[config.mk]
export PLATFORM = sky130hd
export DESIGN_NAME = i2c_audio_ctl
export DESIGN_NICKNAME = d
export VERILOG_FILES = /design/src/rtl/i2c_ctl_pkg.sv /design/src/rtl/i2c_line_sync.sv /design/src/rtl/i2c_slave_fsm.sv /design/src/rtl/ctl_reg_bank.sv /design/src/rtl/i2c_audio_ctl.sv
export SDC_FILE = /design/constraint.sdc
export NUM_CORES = 1
export LEC_CHECK = 0
export ABC_AREA = 1
export ABC_CLOCK_PERIOD_IN_PS = 3350
export CAP_MARGIN = 20
export CORE_MARGIN = 4
export CORE_UTILIZATION = 26
export CTS_BUF_LIST = sky130_fd_sc_hd__clkbuf_8
export DETAILED_ROUTE_END_ITERATION = 12
export DONT_BUFFER_PORTS = 1
export GPL_ROUTABILITY_DRIVEN = 0
export SLEW_MARGIN = 20
export SYNTH_ARGS = -nofsm -noshare
export SYNTH_HDL_FRONTEND = slang
export SYNTH_SLANG_ARGS = --single-unit
[constraint.sdc]
create_clock -name clk_i -period 3.35 [get_ports clk_i]
set_input_delay 0.67 -clock clk_i [delete_from_list [all_inputs] [get_ports clk_i]]
set_output_delay 0.67 -clock clk_i [all_outputs]
set_load 0.05 [all_outputs]
[src/rtl/i2c_ctl_pkg.sv]
package i2c_ctl_pkg;
  typedef enum logic [3:0] {
    ST_IDLE, ST_ADDR, ST_ADDR_ACK, ST_SUB, ST_SUB_ACK,
    ST_DATA, ST_DATA_ACK, ST_RD_BYTE, ST_RD_ACK, ST_SKIP
  } bus_st_e;

  localparam int unsigned NUM_SUB   = 5;           // subaddresses 0..4
  localparam logic [7:0]  DEAD_SLOT = 8'h01;       // acked, never stored
  localparam int unsigned NUM_STORE = NUM_SUB - 1;
endpackage

[src/rtl/i2c_line_sync.sv]
module i2c_line_sync #(
  parameter int unsigned STAGES = 2
) (
  input  logic clk_i,
  input  logic rst_ni,
  input  logic scl_i,
  input  logic sda_i,
  output logic scl_o,
  output logic sda_o,
  output logic scl_rise_o,
  output logic scl_fall_o,
  output logic start_o,
  output logic stop_o
);
  logic [STAGES-1:0] scl_pipe, sda_pipe;
  logic scl_d, sda_d;

  always_ff @(posedge clk_i or negedge rst_ni) begin
    if (!rst_ni) begin
      scl_pipe <= '1;
      sda_pipe <= '1;
      scl_d    <= 1'b1;
      sda_d    <= 1'b1;
    end else begin
      scl_pipe <= {scl_pipe[STAGES-2:0], scl_i};
      sda_pipe <= {sda_pipe[STAGES-2:0], sda_i};
      scl_d    <= scl_pipe[STAGES-1];
      sda_d    <= sda_pipe[STAGES-1];
    end
  end

  assign scl_o      = scl_pipe[STAGES-1];
  assign sda_o      = sda_pipe[STAGES-1];
  assign scl_rise_o = scl_o & ~scl_d;
  assign scl_fall_o = ~scl_o & scl_d;
  assign start_o    = scl_o & scl_d & sda_d & ~sda_o;
  assign stop_o     = scl_o & scl_d & ~sda_d & sda_o;
endmodule

[src/rtl/i2c_slave_fsm.sv]
module i2c_slave_fsm
  import i2c_ctl_pkg::*;
#(
  parameter logic [6:0]  SLAVE_ADDR = 7'h42,
  parameter int unsigned NSUB       = NUM_SUB
) (
  input  logic       clk_i,
  input  logic       rst_ni,
  input  logic       sda_i,
  input  logic       scl_rise_i,
  input  logic       scl_fall_i,
  input  logic       start_i,
  input  logic       stop_i,
  input  logic [7:0] status_i,
  output logic       sda_oe_o,
  output logic       busy_o,
  output logic       wr_en_o,
  output logic [7:0] wr_addr_o,
  output logic [7:0] wr_data_o,
  output logic       por_clr_o
);
  localparam logic [7:0] LAST_SUB = 8'(NSUB - 1);

  bus_st_e    state_q;
  logic [2:0] cnt_q;
  logic [7:0] sh_q, tx_q, ptr_q;
  logic       done_q, rw_q;

  always_ff @(posedge clk_i or negedge rst_ni) begin
    if (!rst_ni) begin
      state_q   <= ST_IDLE;
      cnt_q     <= '0;
      sh_q      <= '0;
      tx_q      <= '0;
      ptr_q     <= '0;
      done_q    <= 1'b0;
      rw_q      <= 1'b0;
      sda_oe_o  <= 1'b0;
      busy_o    <= 1'b0;
      wr_en_o   <= 1'b0;
      wr_addr_o <= '0;
      wr_data_o <= '0;
      por_clr_o <= 1'b0;
    end else begin
      wr_en_o   <= 1'b0;
      por_clr_o <= 1'b0;
      if (start_i) begin
        state_q  <= ST_ADDR;
        cnt_q    <= '0;
        done_q   <= 1'b0;
        sda_oe_o <= 1'b0;
        busy_o   <= 1'b1;
      end else if (stop_i) begin
        state_q  <= ST_IDLE;
        done_q   <= 1'b0;
        sda_oe_o <= 1'b0;
        busy_o   <= 1'b0;
      end else begin
        case (state_q)
          ST_ADDR, ST_SUB, ST_DATA: begin
            if (scl_rise_i) begin
              sh_q  <= {sh_q[6:0], sda_i};
              cnt_q <= cnt_q + 3'd1;
              if (cnt_q == 3'd7) done_q <= 1'b1;
            end else if (scl_fall_i && done_q) begin
              done_q  <= 1'b0;
              state_q <= ST_SKIP;
              if (state_q == ST_ADDR) begin
                if (sh_q[7:1] == SLAVE_ADDR) begin
                  sda_oe_o <= 1'b1;
                  rw_q     <= sh_q[0];
                  state_q  <= ST_ADDR_ACK;
                end
              end else if (state_q == ST_SUB) begin
                if (sh_q <= LAST_SUB) begin
                  sda_oe_o <= 1'b1;
                  ptr_q    <= sh_q;
                  state_q  <= ST_SUB_ACK;
                end
              end else if (ptr_q <= LAST_SUB) begin
                sda_oe_o  <= 1'b1;
                wr_en_o   <= (ptr_q != DEAD_SLOT);
                wr_addr_o <= ptr_q;
                wr_data_o <= sh_q;
                ptr_q     <= ptr_q + 8'd1;
                state_q   <= ST_DATA_ACK;
              end
            end
          end
          ST_ADDR_ACK: if (scl_fall_i) begin
            cnt_q <= '0;
            if (rw_q) begin
              tx_q     <= status_i;
              sda_oe_o <= ~status_i[7];
              state_q  <= ST_RD_BYTE;
            end else begin
              sda_oe_o <= 1'b0;
              state_q  <= ST_SUB;
            end
          end
          ST_SUB_ACK, ST_DATA_ACK: if (scl_fall_i) begin
            sda_oe_o <= 1'b0;
            cnt_q    <= '0;
            state_q  <= ST_DATA;
          end
          ST_RD_BYTE: if (scl_fall_i) begin
            if (cnt_q == 3'd7) begin
              sda_oe_o <= 1'b0;
              state_q  <= ST_RD_ACK;
            end else begin
              tx_q     <= {tx_q[6:0], 1'b0};
              sda_oe_o <= ~tx_q[6];
              cnt_q    <= cnt_q + 3'd1;
            end
          end
          ST_RD_ACK: if (scl_rise_i) begin
            por_clr_o <= 1'b1;
            state_q   <= ST_SKIP;
          end
          default: ;
        endcase
      end
    end
  end


  busy_on_start_chk: assert property (@(posedge clk_i) disable iff (!rst_ni)
    start_i |=> busy_o);

  sub_range_chk: assert property (@(posedge clk_i) disable iff (!rst_ni)
    (state_q == ST_SUB_ACK) |-> (ptr_q <= LAST_SUB));

  rd_bit_chk: assert property (@(posedge clk_i) disable iff (!rst_ni)
    (state_q == ST_RD_BYTE && sda_oe_o) |-> !tx_q[7]);

  por_clr_chk: assert property (@(posedge clk_i) disable iff (!rst_ni)
    por_clr_o |-> $past(state_q == ST_RD_ACK));
endmodule

[src/rtl/ctl_reg_bank.sv]
module ctl_reg_bank
  import i2c_ctl_pkg::*;
#(
  parameter int unsigned NSTORE = NUM_STORE,
  parameter int unsigned NSUB   = NUM_SUB
) (
  input  logic                   clk_i,
  input  logic                   rst_ni,
  input  logic                   wr_en_i,
  input  logic [7:0]             wr_addr_i,
  input  logic [7:0]             wr_data_i,
  input  logic                   por_clr_i,
  output logic [NSTORE-1:0][7:0] regs_o,
  output logic                   por_o
);
  logic [7:0] slot;

  // subaddresses above the inert slot shift down by one storage index
  always_comb slot = (wr_addr_i > DEAD_SLOT) ? wr_addr_i - 8'd1 : wr_addr_i;

  for (genvar i = 0; i < NSTORE; i++) begin : g_reg
    always_ff @(posedge clk_i or negedge rst_ni) begin
      if (!rst_ni)                          regs_o[i] <= '0;
      else if (wr_en_i && slot == 8'(i))    regs_o[i] <= wr_data_i;
    end
  end

  always_ff @(posedge clk_i or negedge rst_ni) begin
    if (!rst_ni)        por_o <= 1'b1;
    else if (por_clr_i) por_o <= 1'b0;
  end


  dead_slot_chk: assert property (@(posedge clk_i) disable iff (!rst_ni)
    wr_en_i |-> (wr_addr_i != DEAD_SLOT && wr_addr_i < 8'(NSUB)));
endmodule

[src/rtl/i2c_audio_ctl.sv]
module i2c_audio_ctl
  import i2c_ctl_pkg::*;
#(
  parameter logic [6:0]  SLAVE_ADDR  = 7'h42,
  parameter int unsigned SYNC_STAGES = 2
) (
  input  logic       clk_i,
  input  logic       rst_ni,
  input  logic       scl_i,
  input  logic       sda_i,
  input  logic [1:0] ident_i,
  output logic       sda_oe_o,
  output logic       busy_o,
  output logic [7:0] switch_o,
  output logic [7:0] level_o,
  output logic [7:0] stereo_o,
  output logic [7:0] test_o
);
  logic scl_s, sda_s, scl_rise, scl_fall, start_det, stop_det;
  logic wr_en, por_clr, por_flag;
  logic [7:0] wr_addr, wr_data, status;
  logic [NUM_STORE-1:0][7:0] regs;

  i2c_line_sync #(.STAGES(SYNC_STAGES)) u_sync (
    .clk_i, .rst_ni, .scl_i, .sda_i,
    .scl_o(scl_s), .sda_o(sda_s), .scl_rise_o(scl_rise), .scl_fall_o(scl_fall),
    .start_o(start_det), .stop_o(stop_det)
  );

  assign status = {por_flag, ident_i, 5'b00000};

  i2c_slave_fsm #(.SLAVE_ADDR(SLAVE_ADDR), .NSUB(NUM_SUB)) u_fsm (
    .clk_i, .rst_ni, .sda_i(sda_s), .scl_rise_i(scl_rise), .scl_fall_i(scl_fall),
    .start_i(start_det), .stop_i(stop_det), .status_i(status),
    .sda_oe_o, .busy_o, .wr_en_o(wr_en), .wr_addr_o(wr_addr),
    .wr_data_o(wr_data), .por_clr_o(por_clr)
  );

  ctl_reg_bank #(.NSTORE(NUM_STORE), .NSUB(NUM_SUB)) u_bank (
    .clk_i, .rst_ni, .wr_en_i(wr_en), .wr_addr_i(wr_addr), .wr_data_i(wr_data),
    .por_clr_i(por_clr), .regs_o(regs), .por_o(por_flag)
  );

  assign switch_o = regs[0];
  assign level_o  = regs[1];
  assign stereo_o = regs[2];
  assign test_o   = regs[3];


  oe_scl_low_chk: assert property (@(posedge clk_i) disable iff (!rst_ni)
    $rose(sda_oe_o) |-> !scl_s);
endmodule

==> results by group, run 1 <==
Placement
  – PortBufs: 0
  – Hpwl dp: 6410 um
  – Dpl ws: 1.06 ns

Synthesis
  – Mapped cell area: 0.00412 sq mm
  – Yosys reg bits: 86
  – Synth cell types: 29
  – Avg Cell Area, Syn: 8.33 sq um
  – Synth top area cells: dfrtp_1 (48%), nand2_1 (13%), inv_1 (5.3%), nor2_1 (4.6%), nand3_1 (4.6%)
  – Post-Syn Instances: 495
  – Leading area contributor after synthesis: dfrtp_1
  – Syn nets: 508
  – Yosys warning total: 0
  – Synth top area share: 47.9%
  – Sequential share of the synthesized area: 52.4%

Die
  – Die width: 134 um
  – Die H: 134 um
  – Initial Utilization: 26.8%
  – Die footprint: 0.0179 sq mm
  – Cell Rows: 45
  – Core Area: 0.0154 sq mm
  – I/O Pins: 40

STA
  – Final hold violations: 0
  – Slew Viols, Final: 0
  – Worst-margin pin slew: 0.520 ns
  – Final setup margin: 1.05 ns
  – Setup Skew: 0.0100 ns
  – Setup TNS: 0 ns
  – Final Cycle Share: 68.6%
  – Final Setup Violations: 0
  – Fin crit period: 2.30 ns
  – Unrepaired setup endpoints after global routing: false
  – Fmax: 435 MHz
  – Slew Limit Headroom: 65.3%

Clocking
  – CTS tree: yes
  – TritonCTS Buffers: 9
  – CTS sink cnt: 86
  – # H-tree levels: 3
  – Clock Path Buffers: 2
  – Worst-Skew Late Latency: 0.37 ns
  – Setup Buffers After CTS: 0
  – Clock-pin transition on the worst setup and hold timing paths: 0.09 ns
  – CTS root buffer: clkbuf_8

Drt
  – DRT met1 WL: 3970 um
  – Vias: 3,162
  – First-iteration detailed-routing DRC count: 188
  – Met3 wire len: 592 um
  – First-pass detailed-route iteration total: 4
  – Routed wl met2: 4230 um
  – WL/cell: 12.5 um
  – Final ANT Viol Nets: 0
  – Top Layer Used: met4
  – Post-route DRC: 0
  – Via/cell ratio: 4.42
  – Final WL: 8930 um

Setup path
  – CP Cell Sequence: inv_1 -> ha_1 -> nor2_2 -> nor3_2 -> nand2_2 -> xor2_2 -> inv_1 -> nor2_4 -> nand2_1 -> nand2_1 -> nand2_1
  – Arr. time, crit path: 2.55 ns
  – Critical path fanouts, max: 18
  – Critical path type: reg -> reg
  – Crit path capture type: register
  – CP top delay family: simple AND/OR/NAND/NOR gates
  – Slowest CP cell: dfrtp_1
  – CP max stage delay: 0.41 ns
  – FF-to-FF path depth: 11
  – R2r setup slk: 1.05 ns
  – Worst path most repeated cell: nand2_1
  – Startpoint types: register
  – RR Endpoint: u_bank.regs_o[19]
  – Critical Path RT: 3.61 ns
  – Worst R2R Start: u_fsm.wr_addr_o[0]
  – Worst path bufs/invs: 2

Pwr
  – Pleak: 0.00227 uW
  – Combinational share of power: 28.2%
  – P per Cell Area: 615 mW/mm^2
  – Worst vdd ir: 0.275 mV
  – Sequential share of power: 46.4%
  – Switch share: 38.9%
  – Internal Power: 1710 uW
  – Clock power share: 25.3%
  – Sw power: 1090 uW

Hold path
  – Hold Crit Class: in -> async

Global routing
  – Largest net degree at the start of global routing: 80
  – Total global routing overflow: 0
  – Vias in the first global route: 3,137
  – First-pass GRT wire length: 15,200 um
  – Initial antenna violation count: 0
  – GRT Total Usage: 10.4%

Finish
  – Finished Core Util: 29.6%
  – Diodes inserted: 0
  – Final nets: 512
  – Area Overhead vs Synth: 10.2%
  – Layout cells sized above 1: 11.3%
  – FILL cells: 1,636

Status
  – Status: completed

Job
  – Max-cap violations: 0
## cell families (layout without fill, tap and decap cells)
group                    count (synthesis)  count (layout)  share of synthesized area (%)
buffers and inverters                   68              77                           6.98
AO/OA/AOI/OAI                           70              70                           10.1
multiplexers                             1               1                          0.243
adder cells (fa/ha/maj)                  7               7                           2.12
XOR/XNOR                                 3               3                          0.819
AND/OR/NAND/NOR                        260             260                           27.4
flip-flops                              86              86                           52.4
## layout make-up
| type | instances | area, sq um | share of cell area, % |
|---|---|---|---|
| inverter | 60 | 225 | 4.96 |
| clock buffer | 10 | 138 | 3.03 |
| clock inverter | 6 | 52.6 | 1.16 |
| timing repair buffer | 1 | 27.5 | 0.606 |
| tap | 211 | 264 | 5.81 |
| multi-input combinational | 341 | 1680 | 36.9 |
| sequential | 86 | 2160 | 47.6 |
## state kept, by name, indices dropped and copies added, names as in the netlist, 2 cells and up
register         cells
u_bank.regs_o       32
u_sync.scl_pipe      2
u_sync.sda_pipe      2
u_fsm.state_q        4
u_fsm.wr_addr_o      8
u_fsm.wr_data_o      8
u_fsm.ptr_q          8
u_fsm.sh_q           8
u_fsm.cnt_q          3
u_fsm.tx_q           2
## how the worst max path moves through the flow
stage,startpoint,to,cells after the start
CTS,u_fsm.wr_addr_o[0],u_bank.regs_o[3],11
global route,u_fsm.wr_addr_o[0],u_bank.regs_o[1],11
detailed placement,u_fsm.wr_addr_o[0],u_bank.regs_o[3],11
global placement,u_fsm.wr_addr_o[0],u_bank.regs_o[20],11
floorplan,u_fsm.wr_addr_o[0],u_bank.regs_o[0],11
finish,u_fsm.wr_addr_o[0],u_bank.regs_o[19],11
## power by group through the flow
stage / Sequential (uW) / Combinational (uW) / Clock [uW]
final: 1300 / 788 / 707
after global routing: 1320 / 930 / 771
after floorplan: 1270 / 642 / 0
after global placement: 1310 / 743 / 0
after detailed placement: 1320 / 759 / 0
after CTS: 1300 / 787 / 729
## per-layer routing
metal	up-vias	track usage (%)
li1	1580	-
met5	-	0
met3	15	3.23
met2	92	16.5
met1	1475	13.4
met4	0	4.06
## per-stage QoR
stage                     cells  power, uW  hold WS [ns]  instance area, sq um
final                       715       2790         0.145                  4540
after CTS                   715       2810         0.125                  4540
after global routing        715       3020         0.120                  4540
after global placement      698       2060         0.348                  4330
after floorplan             495       1910         0.343                  4120
after detailed placement    698       2080         0.355                  4330
## cell usage after synthesis, drive strengths merged
cell type and count:
a21oi 5, a31oi 2, buf 7, clkbuf 1, dfrtp 79, dfstp 7, ha 7, inv 60
mux2i 1, nand2 155, nand3 38, nand4 3, nor2 60, nor3 4, o211ai 5, o21ai 56
o31ai 2, xor2 3
## placed cells by master, fill, tap and decap left out, types with 6 or more instances in the layout
cell type  Yosys  routed
o21ai_1        6       6
o21ai_0       38      38
inv_1         58      58
dfrtp_1       79      79
nor2_1        51      51
ha_1           7       7
o21ai_2       12      12
clkbuf_8       0      10
nand3_1       38      38
nand2_1      147     147
dfstp_2        7       7
## repair_timing
action / in CTS / in global routing
hold buffers: 1 / 0
resized for setup: 0 / 0
endpoints found under the hold margin: 79 / 0
No activity file was read; power rests on OpenSTA's default activity.
==> run 2: changes to the inputs <==
--- a/config.mk
+++ b/config.mk
@@ -6,7 +6,7 @@
 export NUM_CORES = 1
 export LEC_CHECK = 0
 export ABC_AREA = 1
-export ABC_CLOCK_PERIOD_IN_PS = 3350
+export ABC_CLOCK_PERIOD_IN_PS = 2200
 export CAP_MARGIN = 20
 export CORE_MARGIN = 4
 export CORE_UTILIZATION = 26
==> constraint.sdc (replaced) <==
create_clock -name clk_i -period 2.2 [get_ports clk_i]
set_input_delay 0.44 -clock clk_i [delete_from_list [all_inputs] [get_ports clk_i]]
set_output_delay 0.44 -clock clk_i [all_outputs]
set_load 0.05 [all_outputs]
==> run 2 against run 1 <==
Compared with the run above: the run now ends with negative hold slack left; wire length hardly changed; setup slack worse by 0.95 ns; fmax rose by 9.6%; sequential share of layout area fell by 0.52 points; non-clock buffer count is 5 higher; clock power increased by 65%; first-iteration DRC count grew 5.9%; sequential power is 52% higher; register-to-register slack lost 0.95 ns; clock skew is 0.0026 ns higher; critical endpoint is now u_bank.regs_o[4]; largest power group unchanged.
==> results by group, run 2 (synthesis results as in run 1) <==
STA
  – Unrepaired setup endpoints after global routing: true
  – Slew Viols, Final: 0 (unchanged)
  – Hold Slack: -0.247 ns (-0.392 ns)
  – Final Cycle Share: 95.3% (+27 points)
  – Final Setup Violations: 0 (unchanged)
  – Final hold violations: 86 (+86)
  – Fin crit period: 2.10 ns (-0.201 ns)
  – Final setup margin: 0.103 ns (-0.949 ns)
  – Worst-margin pin slew: 0.525 ns (+0.00542 ns)
  – Setup Skew: 0.0126 ns (+0.00264 ns)
  – Slew Limit Headroom: 65.0% (-0.28 points)
  – Fmax: 477 MHz (+9.6%)

Pwr
  – Pleak: 0.00230 uW (+1.5%)
  – P per Cell Area: 943 mW/mm^2 (+53%)
  – Worst vdd ir: 0.381 mV (+39%)

Finish
  – FILL cells: 1,623 (-0.79%)
  – Most common cell after layout, fill and taps aside: nand2_1
  – Non-filler cells, final: 720 (+0.70%)
  – Diodes inserted: 0 (unchanged)
  – Area Overhead vs Synth: 11.4%
  – Layout cells sized above 1: 13.0% (+1.7 points)
  – Most frequent cells in the layout: nand2_1 (145), dfrtp_1 (79), inv_1 (56)
  – Finished Core Util: 29.9% (+0.33 points)
  – Largest register FFs: 32 (unchanged)
  – Final nets: 517 (+0.98%)
  – Largest Register: u_bank.regs_o

Clocking
  – Worst-Skew Late Latency: 0.37 ns (about the same)
  – CTS sink cnt: 86 (unchanged)
  – TritonCTS Buffers: 9 (unchanged)
  – # H-tree levels: 3 (unchanged)
  – CTS tree: yes
  – Clock Path Buffers: 2 (unchanged)
  – Clock-pin transition on the worst setup and hold timing paths: 0.10 ns (about the same)
  – CTS root buffer: clkbuf_8

Status
  – Status: finished with violations
  – Failing checks: negative hold slack

Setup path
  – Startpoint types: register
  – Arr. time, crit path: 2.41 ns (-0.14 ns)
  – Crit path capture type: register
  – CP Cell Sequence: inv_2 -> ha_1 -> nor2_2 -> nor3_2 -> nand2_2 -> xor2_2 -> inv_1 -> nor2_4 -> buf_4 -> nand3_1 -> nand2_1
  – Slowest CP cell: dfrtp_1
  – Critical path type: reg -> reg
  – Critical path fanouts, max: 9 (-9)
  – CP max stage delay: 0.43 ns (+0.02 ns)
  – Critical Path RT: 2.51 ns (-1.10 ns)

Drt
  – First-pass detailed-route iteration total: 5 (+1)
  – Vias: 3,219 (+1.8%)
  – Post-route DRC: 0 (unchanged)
  – Via/cell ratio: 4.47 (+1.1%)
  – First-iteration detailed-routing DRC count: 199 (+5.9%)
  – WL/cell: 12.4 um (-0.65%)
  – Final ANT Viol Nets: 0 (unchanged)
  – Final WL: 8940 um (about the same)

Die
  – Die H: 134 um (unchanged)
  – Initial Utilization: 26.8% (unchanged)
  – Die width: 134 um (unchanged)
  – Cell Rows: 45 (unchanged)
  – Die footprint: 0.0179 sq mm (unchanged)
  – I/O Pins: 40 (unchanged)
  – Core Area: 0.0154 sq mm (unchanged)

Placement
  – Dpl ws: 0.0328 ns (-1.03 ns)
  – Post-Place Cells: 700 (+0.29%)
  – PortBufs: 0 (unchanged)
  – Hpwl dp: 6520 um (+1.7%)

Global routing
  – M1 GR Usage: 13.6% (+0.14 points)
  – M3 GR Usage: 3.23% (unchanged)
  – Vias in the first global route: 3,097 (-1.3%)
  – Total global routing overflow: 0 (unchanged)
  – GRT Total Usage: 10.5% (+0.095 points)
  – Top Usage Layer GRT: met2
  – Initial antenna violation count: 0 (unchanged)
  – GRT met2 Usage: 16.8% (+0.28 points)
  – First-pass GRT wire length: 15,400 um (+1.7%)
  – Largest net degree at the start of global routing: 87 (+8.8%)

Job
  – Max-cap violations: 0 (unchanged)

Hold path
  – Hold Crit Class: in -> async
==> run 2: what timing repair did <==
action                                 4_1_cts  5_1_grt
endpoints found under the hold margin       86       86
setup endpoints to repair                    0       34
resized for setup                            0        5
buffers inserted                             0        4
==> run 2: worst paths after layout <==
| check | startpoint | to | slack [ns] | cells after the start |
|---|---|---|---|---|
| max | u_fsm.wr_addr_o[0] | u_bank.regs_o[4] | 0.10 | 11 |
| min | rst_ni | u_bank.regs_o[23] | -0.25 | 0 |
| max reg2reg | u_fsm.wr_addr_o[0] | u_bank.regs_o[4] | 0.10 | 11 |
| min reg2reg | u_fsm.por_clr_o | u_bank.por_o | 0.36 | 1 |
| max in group asynchronous | rst_ni | u_bank.por_o | 2.23 | 0 |
| min in group clk_i | scl_i | u_sync.scl_pipe[0] | 0.06 | 0 |
==> run 2: layer usage <==
metal / vias up / routed length (um)
met1: 1521 / 3990
met4: 0 / 160
met5: - / 0
met2: 99 / 4190
li1: 1585 / -
met3: 14 / 595
==> run 2: through the flow <==
| step | power [uW] | TNS [ns] | cell area (sq um) |
|---|---|---|---|
| 2_1_floorplan | 2900 | 0 | 4120 |
| 3_3_place_gp | 3130 | 0 | 4350 |
| 3_5_place_dp | 3180 | 0 | 4350 |
| 4_1_cts | 4360 | 0 | 4560 |
| 5_1_grt | 4660 | -0.100 | 4590 |
| 6_report | 4330 | 0 | 4590 |
==> run 2: worst max-delay path: cells and delay by family (launching register included) <==
| kind | cells | cell delay [ns] |
|---|---|---|
| flip-flops | 1 | 0.43 |
| adder cells (fa/ha/maj) | 1 | 0.22 |
| AND/OR/NAND/NOR | 6 | 0.71 |
| buffers and inverters | 3 | 0.40 |
| XOR/XNOR | 1 | 0.25 |
==> run 2: area by class of cell <==
| type | instances | area, sq um | area share (%) |
|---|---|---|---|
| Sequential cell | 86 | 2160 | 47.0 |
| Tap cell | 211 | 264 | 5.75 |
| Clock inverter | 7 | 81.3 | 1.77 |
| Multi-Input combinational cell | 341 | 1680 | 36.6 |
| Clock buffer | 9 | 124 | 2.70 |
| Inverter | 60 | 225 | 4.90 |
| Timing Repair Buffer | 6 | 57.6 | 1.25 |
==> run 2: power breakdown <==
part           leakage, uW  switching, uW  internal (uW)
clock            0.0000993            630            540
combinational      0.00105            795            384
sequential         0.00115            233           1750
